File: src/rtl/sdc_pkg.sv
package sdc_pkg;
  localparam int unsigned STS_W = 16;

  localparam int unsigned OFF_CMD = 'h00;
  localparam int unsigned OFF_ARG = 'h04;
  localparam int unsigned OFF_TMO = 'h08;
  localparam int unsigned OFF_RSP = 'h10;
  localparam int unsigned OFF_STS = 'h20;

  // command word bits
  localparam int unsigned CB_RD    = 6;
  localparam int unsigned CB_WR    = 7;
  localparam int unsigned CB_LONG  = 9;
  localparam int unsigned CB_NORSP = 10;
  localparam int unsigned CB_BUSY  = 11;
  localparam int unsigned CB_FAIL  = 14;
  localparam int unsigned CB_EN    = 15;

  // status bits
  localparam int unsigned SB_FIFO  = 3;
  localparam int unsigned SB_CRC7  = 4;
  localparam int unsigned SB_CRC16 = 5;
  localparam int unsigned SB_CTMO  = 6;
  localparam int unsigned SB_DTMO  = 7;
  localparam int unsigned SB_BLK   = 9;
  localparam int unsigned SB_BUSY  = 10;

  typedef enum logic [1:0] {ST_IDLE, ST_WAIT_RSP, ST_WAIT_BUSY} seq_e;

  typedef struct packed {
    logic       busy;
    logic       norsp;
    logic       long_rsp;
    logic       wr;
    logic       rd;
    logic [5:0] idx;
  } cmd_t;
endpackage

File: src/rtl/sdc_cmd_seq.sv
module sdc_cmd_seq
  import sdc_pkg::*;
#(
  parameter int unsigned TMO_W = 32
) (
  input  logic             clk_i,
  input  logic             rst_ni,
  input  logic             en_i,
  input  logic             norsp_i,
  input  logic             busy_i,
  input  logic [TMO_W-1:0] tmo_i,
  input  logic             done_i,
  input  logic             crc_err_i,
  input  logic             busy_end_i,
  output logic             start_o,
  output logic             finish_o,
  output logic             cap_o,
  output logic             crc_set_o,
  output logic             tmo_set_o,
  output logic             busy_set_o
);
  seq_e             st_q, st_d;
  logic [TMO_W-1:0] tmr_q, tmr_d;

  always_comb begin
    st_d       = st_q;
    tmr_d      = tmr_q;
    start_o    = 1'b0;
    finish_o   = 1'b0;
    cap_o      = 1'b0;
    crc_set_o  = 1'b0;
    tmo_set_o  = 1'b0;
    busy_set_o = 1'b0;
    unique case (st_q)
      ST_IDLE: begin
        if (en_i) begin
          start_o = 1'b1;
          if (norsp_i) begin
            finish_o = 1'b1;
          end else begin
            st_d  = ST_WAIT_RSP;
            tmr_d = tmo_i;
          end
        end
      end
      ST_WAIT_RSP: begin
        if (done_i) begin
          cap_o = 1'b1;
          if (crc_err_i) begin
            crc_set_o = 1'b1;
            finish_o  = 1'b1;
            st_d      = ST_IDLE;
          end else if (busy_i) begin
            st_d = ST_WAIT_BUSY;
          end else begin
            finish_o = 1'b1;
            st_d     = ST_IDLE;
          end
        end else if (tmr_q == '0) begin
          tmo_set_o = 1'b1;
          finish_o  = 1'b1;
          st_d      = ST_IDLE;
        end else begin
          tmr_d = tmr_q - 1'b1;
        end
      end
      ST_WAIT_BUSY: begin
        if (busy_end_i) begin
          busy_set_o = 1'b1;
          finish_o   = 1'b1;
          st_d       = ST_IDLE;
        end
      end
      default: st_d = ST_IDLE;
    endcase
  end

  always_ff @(posedge clk_i or negedge rst_ni) begin
    if (!rst_ni) begin
      st_q  <= ST_IDLE;
      tmr_q <= '0;
    end else begin
      st_q  <= st_d;
      tmr_q <= tmr_d;
    end
  end

  AST_START_PULSE: assert property (@(posedge clk_i) disable iff (!rst_ni)
    start_o |=> !start_o);
  AST_TMO_NEEDS_WAIT: assert property (@(posedge clk_i) disable iff (!rst_ni)
    tmo_set_o |-> $past(st_d) == ST_WAIT_RSP || $past(start_o));
endmodule

File: src/rtl/sdc_resp_regs.sv
module sdc_resp_regs #(
  parameter int unsigned DATA_W = 32,
  parameter int unsigned N_RESP = 4,
  localparam int unsigned RESP_W = DATA_W * N_RESP
) (
  input  logic                          clk_i,
  input  logic                          rst_ni,
  input  logic                          cap_i,
  input  logic                          long_i,
  input  logic [RESP_W-1:0]             resp_i,
  output logic [N_RESP-1:0][DATA_W-1:0] words_o
);
  for (genvar k = 0; k < N_RESP; k++) begin : g_word
    logic ld;
    if (k == 0) begin : g_lo
      assign ld = cap_i;
    end else begin : g_hi
      assign ld = cap_i && long_i;
      AST_SHORT_KEEPS_HI: assert property (@(posedge clk_i) disable iff (!rst_ni)
        cap_i && !long_i |=> $stable(words_o[k]));
    end
    always_ff @(posedge clk_i or negedge rst_ni) begin
      if (!rst_ni)  words_o[k] <= '0;
      else if (ld)  words_o[k] <= resp_i[k*DATA_W +: DATA_W];
    end
  end
endmodule

File: src/rtl/sdc_status_reg.sv
module sdc_status_reg
  import sdc_pkg::*;
(
  input  logic             clk_i,
  input  logic             rst_ni,
  input  logic [STS_W-1:0] set_i,
  input  logic [STS_W-1:0] clr_i,
  output logic [STS_W-1:0] sts_o
);
  always_ff @(posedge clk_i or negedge rst_ni) begin
    if (!rst_ni) sts_o <= '0;
    else         sts_o <= (sts_o & ~clr_i) | set_i;
  end

  AST_W1C_CLEARS: assert property (@(posedge clk_i) disable iff (!rst_ni)
    (clr_i != '0) && (set_i == '0) |=> (sts_o & $past(clr_i)) == '0);
  AST_SET_WINS: assert property (@(posedge clk_i) disable iff (!rst_ni)
    (set_i != '0) |=> (sts_o & $past(set_i)) == $past(set_i));
endmodule

File: src/rtl/sd_cmd_issue.sv
module sd_cmd_issue
  import sdc_pkg::*;
#(
  parameter int unsigned ADDR_W  = 8,
  parameter int unsigned DATA_W  = 32,
  parameter int unsigned N_RESP  = 4,
  parameter int unsigned TMO_W   = 32,
  parameter logic [31:0] TMO_RST = 32'h00F0_0000,
  localparam int unsigned RESP_W = DATA_W * N_RESP
) (
  input  logic              clk_i,
  input  logic              rst_ni,
  input  logic              bus_we_i,
  input  logic [ADDR_W-1:0] bus_addr_i,
  input  logic [DATA_W-1:0] bus_wdata_i,
  output logic [DATA_W-1:0] bus_rdata_o,
  output logic              eng_start_o,
  output logic [5:0]        eng_idx_o,
  output logic [4:0]        eng_flags_o,
  output logic [DATA_W-1:0] eng_arg_o,
  input  logic              eng_done_i,
  input  logic              eng_crc_err_i,
  input  logic [RESP_W-1:0] eng_resp_i,
  input  logic              eng_busy_end_i,
  input  logic [3:0]        dat_evt_i
);
  cmd_t              cmd_q;
  logic              en_q, fail_q;
  logic [DATA_W-1:0] arg_q;
  logic [TMO_W-1:0]  tmo_q;
  logic [STS_W-1:0]  sts, sts_set, sts_clr;
  logic [N_RESP-1:0][DATA_W-1:0] rsp;

  logic wr_cmd, wr_arg, wr_tmo, wr_sts;
  logic finish, cap, crc_set, tmo_set, busy_set;

  assign wr_cmd = bus_we_i && (bus_addr_i == ADDR_W'(OFF_CMD));
  assign wr_arg = bus_we_i && (bus_addr_i == ADDR_W'(OFF_ARG));
  assign wr_tmo = bus_we_i && (bus_addr_i == ADDR_W'(OFF_TMO));
  assign wr_sts = bus_we_i && (bus_addr_i == ADDR_W'(OFF_STS));

  // command word; writes bounce while a command is in flight
  always_ff @(posedge clk_i or negedge rst_ni) begin
    if (!rst_ni) begin
      cmd_q  <= '0;
      en_q   <= 1'b0;
      fail_q <= 1'b0;
    end else if (wr_cmd && !en_q) begin
      cmd_q.idx      <= bus_wdata_i[5:0];
      cmd_q.rd       <= bus_wdata_i[CB_RD];
      cmd_q.wr       <= bus_wdata_i[CB_WR];
      cmd_q.long_rsp <= bus_wdata_i[CB_LONG];
      cmd_q.norsp    <= bus_wdata_i[CB_NORSP];
      cmd_q.busy     <= bus_wdata_i[CB_BUSY];
      en_q           <= bus_wdata_i[CB_EN];
      fail_q         <= 1'b0;
    end else begin
      if (finish)             en_q   <= 1'b0;
      if (crc_set || tmo_set) fail_q <= 1'b1;
    end
  end

  always_ff @(posedge clk_i or negedge rst_ni) begin
    if (!rst_ni) begin
      arg_q <= '0;
      tmo_q <= TMO_W'(TMO_RST);
    end else begin
      if (wr_arg && !en_q) arg_q <= bus_wdata_i;
      if (wr_tmo)          tmo_q <= TMO_W'(bus_wdata_i);
    end
  end

  sdc_cmd_seq #(.TMO_W(TMO_W)) u_seq (
    .clk_i      (clk_i),
    .rst_ni     (rst_ni),
    .en_i       (en_q),
    .norsp_i    (cmd_q.norsp),
    .busy_i     (cmd_q.busy),
    .tmo_i      (tmo_q),
    .done_i     (eng_done_i),
    .crc_err_i  (eng_crc_err_i),
    .busy_end_i (eng_busy_end_i),
    .start_o    (eng_start_o),
    .finish_o   (finish),
    .cap_o      (cap),
    .crc_set_o  (crc_set),
    .tmo_set_o  (tmo_set),
    .busy_set_o (busy_set)
  );

  sdc_resp_regs #(.DATA_W(DATA_W), .N_RESP(N_RESP)) u_rsp (
    .clk_i   (clk_i),
    .rst_ni  (rst_ni),
    .cap_i   (cap),
    .long_i  (cmd_q.long_rsp),
    .resp_i  (eng_resp_i),
    .words_o (rsp)
  );

  always_comb begin
    sts_set           = '0;
    sts_set[SB_FIFO]  = dat_evt_i[0];
    sts_set[SB_CRC16] = dat_evt_i[1];
    sts_set[SB_DTMO]  = dat_evt_i[2];
    sts_set[SB_BLK]   = dat_evt_i[3];
    sts_set[SB_CRC7]  = crc_set;
    sts_set[SB_CTMO]  = tmo_set;
    sts_set[SB_BUSY]  = busy_set;
  end
  assign sts_clr = wr_sts ? bus_wdata_i[STS_W-1:0] : '0;

  sdc_status_reg u_sts (
    .clk_i  (clk_i),
    .rst_ni (rst_ni),
    .set_i  (sts_set),
    .clr_i  (sts_clr),
    .sts_o  (sts)
  );

  assign eng_idx_o   = cmd_q.idx;
  assign eng_flags_o = {cmd_q.busy, cmd_q.norsp, cmd_q.long_rsp, cmd_q.wr, cmd_q.rd};
  assign eng_arg_o   = arg_q;

  logic [DATA_W-1:0] cmd_rd;
  always_comb begin
    cmd_rd           = '0;
    cmd_rd[5:0]      = cmd_q.idx;
    cmd_rd[CB_RD]    = cmd_q.rd;
    cmd_rd[CB_WR]    = cmd_q.wr;
    cmd_rd[CB_LONG]  = cmd_q.long_rsp;
    cmd_rd[CB_NORSP] = cmd_q.norsp;
    cmd_rd[CB_BUSY]  = cmd_q.busy;
    cmd_rd[CB_FAIL]  = fail_q;
    cmd_rd[CB_EN]    = en_q;
  end

  always_comb begin
    bus_rdata_o = '0;
    if (bus_addr_i == ADDR_W'(OFF_CMD)) bus_rdata_o = cmd_rd;
    if (bus_addr_i == ADDR_W'(OFF_ARG)) bus_rdata_o = arg_q;
    if (bus_addr_i == ADDR_W'(OFF_TMO)) bus_rdata_o = DATA_W'(tmo_q);
    if (bus_addr_i == ADDR_W'(OFF_STS)) bus_rdata_o = DATA_W'(sts);
    for (int k = 0; k < N_RESP; k++) begin
      if (bus_addr_i == ADDR_W'(OFF_RSP + 4 * k)) bus_rdata_o = rsp[k];
    end
  end

  AST_NORSP_ONE_CYCLE: assert property (@(posedge clk_i) disable iff (!rst_ni)
    eng_start_o && cmd_q.norsp |=> !en_q);
  AST_FAIL_HAS_CAUSE: assert property (@(posedge clk_i) disable iff (!rst_ni)
    $rose(fail_q) |-> sts[SB_CRC7] || sts[SB_CTMO]);
  AST_BUSY_INT: assert property (@(posedge clk_i) disable iff (!rst_ni)
    busy_set |=> sts[SB_BUSY] && !en_q);
  AST_ARG_HELD: assert property (@(posedge clk_i) disable iff (!rst_ni)
    en_q && wr_arg |=> $stable(arg_q));
  AST_CMD_HELD: assert property (@(posedge clk_i) disable iff (!rst_ni)
    en_q && wr_cmd |=> $stable(cmd_q));
endmodule

File: config.mk
export PLATFORM = sky130hd
export DESIGN_NAME = sd_cmd_issue
export DESIGN_NICKNAME = d
export VERILOG_FILES = /design/src/rtl/sdc_pkg.sv /design/src/rtl/sdc_cmd_seq.sv /design/src/rtl/sdc_resp_regs.sv /design/src/rtl/sdc_status_reg.sv /design/src/rtl/sd_cmd_issue.sv
export SDC_FILE = /design/constraint.sdc
export NUM_CORES = 1
export LEC_CHECK = 0
export BUFFER_PORTS_ARGS = -buffer_cell sky130_fd_sc_hd__buf_2
export CAP_MARGIN = 15
export CORE_MARGIN = 5
export CORE_UTILIZATION = 50
export DETAILED_ROUTE_END_ITERATION = 6
export PLACE_DENSITY = 0.77
export REMOVE_ABC_BUFFERS = 1
export SYNTH_ARGS = -nofsm -noshare
export SYNTH_HDL_FRONTEND = slang
export SYNTH_SLANG_ARGS = --single-unit
File: constraint.sdc
create_clock -name clk_i -period 2.2 [get_ports clk_i]
set_input_delay 0.22 -clock clk_i [delete_from_list [all_inputs] [get_ports clk_i]]
set_output_delay 0.22 -clock clk_i [all_outputs]
set_load 0.1 [all_outputs]
Yosys cells after proc, flatten, opt, wreduce, memory -nomap -nowiden
Cells that the tools add are included.
{"block": "totals", "reg_bits": 255, "out_inout_bits": 76, "wordCells": 97, "inputBits": 178}
{"block": "op_classes", "mux": 44, "addsub": 1, "eq_ne": 15, "n_bitwise": 3, "reduce_logical": 17}
{"operator": "$mux W32", "count": 11}
{"operator": "$pmux W32 S2", "count": 1}
{"operator": "$eq A8 B5 Y1 const B", "count": 4}
{"operator": "$logic_not A32 Y1", "count": 1}
{"operator": "$mux W16", "count": 2}
{"operator": "$sub A32 B1 Y32 const B", "count": 1}
{"operator": "$mux W1", "count": 21}
{"operator": "$and A16 B16 Y16", "count": 1}
{"operator": "$not A16 Y16", "count": 1}
{"operator": "$or A16 B11 Y16", "count": 1}
{"operator": "$mux W2", "count": 7}
{"operator": "$ne A2 B2 Y1 const B", "count": 5}
{"operator": "$eq A8 B3 Y1 const B", "count": 1}
{"operator": "$eq A8 B4 Y1 const B", "count": 1}
{"operator": "$eq A8 B6 Y1 const B", "count": 1}
{"operator": "$logic_not A8 Y1", "count": 1}
{"operator": "$logic_and A1 B1 Y1", "count": 7}
{"operator": "$pmux W2 S3", "count": 1}
{"operator": "$reduce_bool A2 Y1", "count": 3}
{"operator": "$reduce_and A5 Y1", "count": 1}
{"operator": "$reduce_and A4 Y1", "count": 1}
{"operator": "$ne A3 B2 Y1 const B", "count": 1}
{"operator": "$pmux W1 S3", "count": 1}
{"operator": "$eq A2 B1 Y1 const B", "count": 1}
{"operator": "4 further kinds", "count": 4}

Depth between registers and ports, before layout
{"block": "depth", "word_depth": 9, "ltp_mapped": 10, "mapped_depth_nobuf": 8}

Modules after synthesis
Synthesis repeated with hierarchy kept, for this count alone.
{"block": "unflattened", "hier_cells": 1092, "area_unflattened_um2": 13072.5}
{"mod": "sd_cmd_issue", "instances": 1, "area_each_um2": 5185.0, "cells_per_inst": 477, "seq_area_each_um2": 1931.9}
{"mod": "sdc_resp_regs", "instances": 1, "area_each_um2": 4904.7, "cells_per_inst": 271, "seq_area_each_um2": 3203.1}
{"mod": "sdc_cmd_seq", "instances": 1, "area_each_um2": 2402.3, "cells_per_inst": 296, "seq_area_each_um2": 850.8}
{"mod": "sdc_status_reg", "instances": 1, "area_each_um2": 580.6, "cells_per_inst": 48, "seq_area_each_um2": 400.4}

Worst setup path after synthesis
No wires, ideal clock.
{"block": "synth_timing", "kind": "register -> output", "start": "reg arg_q[15], in the netlist eng_arg_o[15]", "end": "out bus_rdata_o[15]", "t_required_ns": 1.980, "path_buffers": 0, "arrival_ns": 3.403, "stages_incl_launch_ff": 5, "path_slack_ns": -1.423, "cell_sequence": "dfrtp_1 -> mux2i_1 -> o21ai_0 -> a21oi_1 -> o21ai_0"}
{"block": "synth_via", "elab_chain_len": 7}
{"item": "start: declaration", "line": "sd_cmd_issue.sv:29", "rtl": "logic [DATA_W-1:0] arg_q;"}
{"item": "start signal: assignment", "line": "sd_cmd_issue.sv:68", "rtl": "if (wr_arg && !en_q) arg_q <= bus_wdata_i;"}
{"item": "$mux W32", "line": "sd_cmd_issue.sv:140", "rtl": "if (bus_addr_i == ADDR_W'(OFF_ARG)) bus_rdata_o = arg_q;"}
{"item": "$mux W32", "line": "sd_cmd_issue.sv:141", "rtl": "if (bus_addr_i == ADDR_W'(OFF_TMO)) bus_rdata_o = DATA_W'(tmo_q);"}
{"item": "$mux W32", "line": "sd_cmd_issue.sv:142", "rtl": "if (bus_addr_i == ADDR_W'(OFF_STS)) bus_rdata_o = DATA_W'(sts);"}
{"item": "$mux W32 (4 in a row)", "line": "sd_cmd_issue.sv:144", "rtl": "if (bus_addr_i == ADDR_W'(OFF_RSP + 4 * k)) bus_rdata_o = rsp[k];"}
{"item": "end: declaration", "line": "sd_cmd_issue.sv:16", "rtl": "output logic [DATA_W-1:0] bus_rdata_o,"}
No other way between the ends.

Worst setup path in the final report
{"block": "layout_timing", "start": "in bus_addr_i[4]", "end": "out bus_rdata_o[28]"}
{"block": "layout_via", "elab_chain_len": 8, "elab_cells_between_ends": 14, "classes_between": "7 x eq/ne; 7 x mux"}
{"item": "start: declaration", "line": "sd_cmd_issue.sv:14", "rtl": "input logic [ADDR_W-1:0] bus_addr_i,"}
{"item": "$eq A8 B3 Y1", "line": "sd_cmd_issue.sv:140"}
{"item": "$mux W32", "line": "sd_cmd_issue.sv:140"}
{"item": "$mux W32", "line": "sd_cmd_issue.sv:141"}
{"item": "$mux W32", "line": "sd_cmd_issue.sv:142"}
{"item": "$mux W32 (3 in a row)", "line": "sd_cmd_issue.sv:144"}
{"item": "$mux W32 *", "line": "sd_cmd_issue.sv:144"}
Mark *: on every way between the ends. The rest lies on a longest branch, timed or not.

==> out/results.txt <==
leakage - 8.29 nW
die width - 165 um
final cell count without fillers - 1810
DRT iter0 DRCs - 957
PwrDens - 758 nW/um^2
Worst setup SP type - primary input
largest net degree at the start of global routing - 66
Clock transition at path regs - 0.06 ns
CTS Root Cell - clkbuf_16
htree depth - 1
critical path endpoint category - primary output
Adder-Cell Fraction of Synth Area - 0.104%
register area share after synthesis - 52.9%
xor and xnor area share after synthesis - 0.0726%
R2R Setup Slk - 0.07 ns
global-route usage over all layers - 29.8%
CTS tree - done
IO buf count - 253
critical path peak fanout - 19
Max IR drop VDD - 0.770 mV
Critical Path Max Stage Delay - 0.38 ns
dominant cells by area after synthesis - dfrtp_1 52%, mux2_2 18%, o21ai_0 3.2%
number of setup violations in the final report - 1
number of global-route vias before repair - 11500
Nets - 1647
die area - 27300 sq um
Fill cells - 1475
maxcap violations - 0
mux contribution to synthesized area - 19.7%
Post-DRT Antenna Nets - 0
Avg Cell Area, Syn - 12.1 sq um
synthesized instance count - 1000
post-route DRC violation count - 0
count of different cell masters after synthesis - 67
most frequent cells after synthesis - 251 x dfrtp_1, 198 x mux2_2, 76 x o21ai_0, 52 x nand2_1, 43 x a21oi_1
post-synthesis register bit count - 255
Req. time, crit path - 1.98 ns
sequential cell area - 6390 sq um
crit path kind - primary input to primary output
Post-synth EDFFs - 0
Clock Sink Count - 255
setup ws final - -0.0239 ns
core area - 23600 sq um
post-DP HPWL - 26300 um
Syn. warnings - 0
final hold vios - 0
Slew Viols, Final - 0
post-layout min period - 2.22 ns
Fin Hold WS - 0.0238 ns
DR vias - 10900
vias per cell - 6.02
status - complete, but fails checks
biggest area consumer among synthesized cells - dfrtp_1
Tcrit/Tclk final - 101%
largest family of logic cells by synthesized area - multiplexers
row cnt - 56
Pre-Repair DR Iteration Count - 5
antenna violations before repair - 1
Slew headroom - 63.2%
top-count cell post-synth - dfrtp_1
Synth Flop Type - dfrtp_1
Synth top area share - 52.1%
asr flop ratio synth - 100%
Slowest cell on crit path - or3_1
f_max - 0.450 GHz
first-pass GRT wire length - 63700 um
share of cells above drive strength 1 - 43.8%
clock buffer depth - 3
die height - 165 um
clk_lat worst skew - 0.55 ns
Inserted Clock Buffers - 28
Final Wtd Congestion - 0.931
area grow syn2layout - 45.4%
post-synthesis simple-gate area fraction - 7.78%
Clock Skews - 0.0315 ns
total power - 13.3 mW
Synth Cell Area - 12100 sq um
CP cell instances - buf_2 -> or3_1 -> or2_1 -> buf_4 -> o21ai_0 -> o221a_2 -> buf_12
Setup TNS - -0.0239 ns
Ports - 254
total congestion overflow - 0
DP Cell Count - 1586
failing checks - negative setup slack
Critical Path AT - 2.00 ns
Initial Util - 51.1%
Finished Core Util - 74.3%
DR WL/cell - 23.0 um
Post-Route WL - 41700 um
Compound-Gate Fraction of Synth Area - 16.5%
multi-input logic area - 5490 sq um
Slew @ Worst Pin - 0.548 ns
Hold Crit Class - primary input to flop
## per-stage QoR
step / cell area [sq um] / setup slack [ns]
after floorplan: 11700 / -3.53
after global placement: 14700 / -0.00948
after detailed placement: 14700 / 0.0144
after CTS: 17400 / 0.00621
after global routing: 17500 / -0.103
final: 17500 / -0.0239
## timing repair
action / 4_1_cts / 5_1_grt
hold endpoints to repair: 273 / 0
endpoints found under the setup margin: 2 / 56
pin swaps: 0 / 3
gates resized for setup: 2 / 46
hold buffers: 169 / 0
gates cloned: 0 / 1
setup buffers: 0 / 1
## registers in the layout, indices dropped and copies added (netlist names)
signal,flops
fail_q,1
eng_idx_o,6
u_seq.tmr_q,32
tmo_q,32
eng_flags_o,5
u_seq.st_q,2
u_sts.sts_o,16
u_rsp.words_o,128
en_q,1
eng_arg_o,32
## critical path: cells and delay by family
family / cells / cell delay, ns
buffers and inverters: 3 / 0.53
AOI/OAI and AO/OA: 2 / 0.59
and+or+nand+nor: 2 / 0.65
## cell usage in the layout (no fill, tap or decap), types with 7 or more instances in the layout
cell | synthesis | final
dlygate4sd3_1 | 0 | 169
a22oi_1 | 36 | 36
and2_1 | 8 | 7
buf_4 | 4 | 72
mux2i_1 | 8 | 8
o211ai_1 | 7 | 7
o22ai_1 | 13 | 13
nand3_1 | 14 | 13
clkbuf_16 | 0 | 31
o21ai_0 | 76 | 64
mux2_2 | 198 | 198
a21boi_0 | 10 | 10
dfrtp_1 | 251 | 251
buf_12 | 0 | 45
nand2_1 | 52 | 50
nor3_1 | 14 | 12
a21oi_1 | 43 | 40
buf_2 | 16 | 218
nor4_1 | 11 | 9
o21ai_1 | 0 | 10
clkbuf_1 | 41 | 8
nor2_1 | 15 | 15
a221oi_1 | 16 | 12
o221a_2 | 22 | 22
## per-layer routing
layer / share of wire (%) / GRT usage [%] / up-vias
met5: 0 / 0 / -
met4: 3.4 / 9.97 / 0
met3: 8.3 / 6.08 / 108
met1: 39 / 38.1 / 5414
met2: 49 / 50.9 / 606
li1: - / - / 4763
## worst paths after layout
path,end,startpoint,cells past startpoint
max,bus_rdata_o[28],bus_addr_i[4],7
min,u_sts.sts_o[4],eng_crc_err_i,2
max reg2reg,u_seq.tmr_q[10],u_seq.tmr_q[0],7
min reg2reg,u_sts.sts_o[5],u_sts.sts_o[5],1
max in group asynchronous,u_sts.sts_o[14],rst_ni,3
min in group asynchronous,u_rsp.words_o[48],rst_ni,2
## final cells by class
| type | count | area share [%] |
|---|---|---|
| Clock buffer | 41 | 4.62 |
| Antenna cell | 1 | 0.0143 |
| Inverter | 5 | 0.107 |
| Sequential cell | 255 | 36.4 |
| Timing Repair Buffer | 511 | 24.6 |
| Tap cell | 319 | 2.28 |
| Clock inverter | 11 | 0.656 |
| Multi-Input combinational cell | 667 | 31.3 |
## power by group
part | internal, mW | total [mW] | switching [mW]
sequential | 5.25 | 5.70 | 0.447
clock | 2.79 | 4.70 | 1.91
combinational | 1.35 | 2.90 | 1.55
## cell families (layout without fill, tap and decap cells)
group / Yosys count / count (layout)
buffers and inverters: 78 / 568
flip-flops: 255 / 255
adder cells (fa/ha/maj): 1 / 1
multiplexers: 212 / 212
AO/OA/AOI/OAI: 286 / 286
other: 0 / 1
AND/OR/NAND/NOR: 167 / 167
XOR/XNOR: 1 / 1
Power figures use the tool's default switching activity.
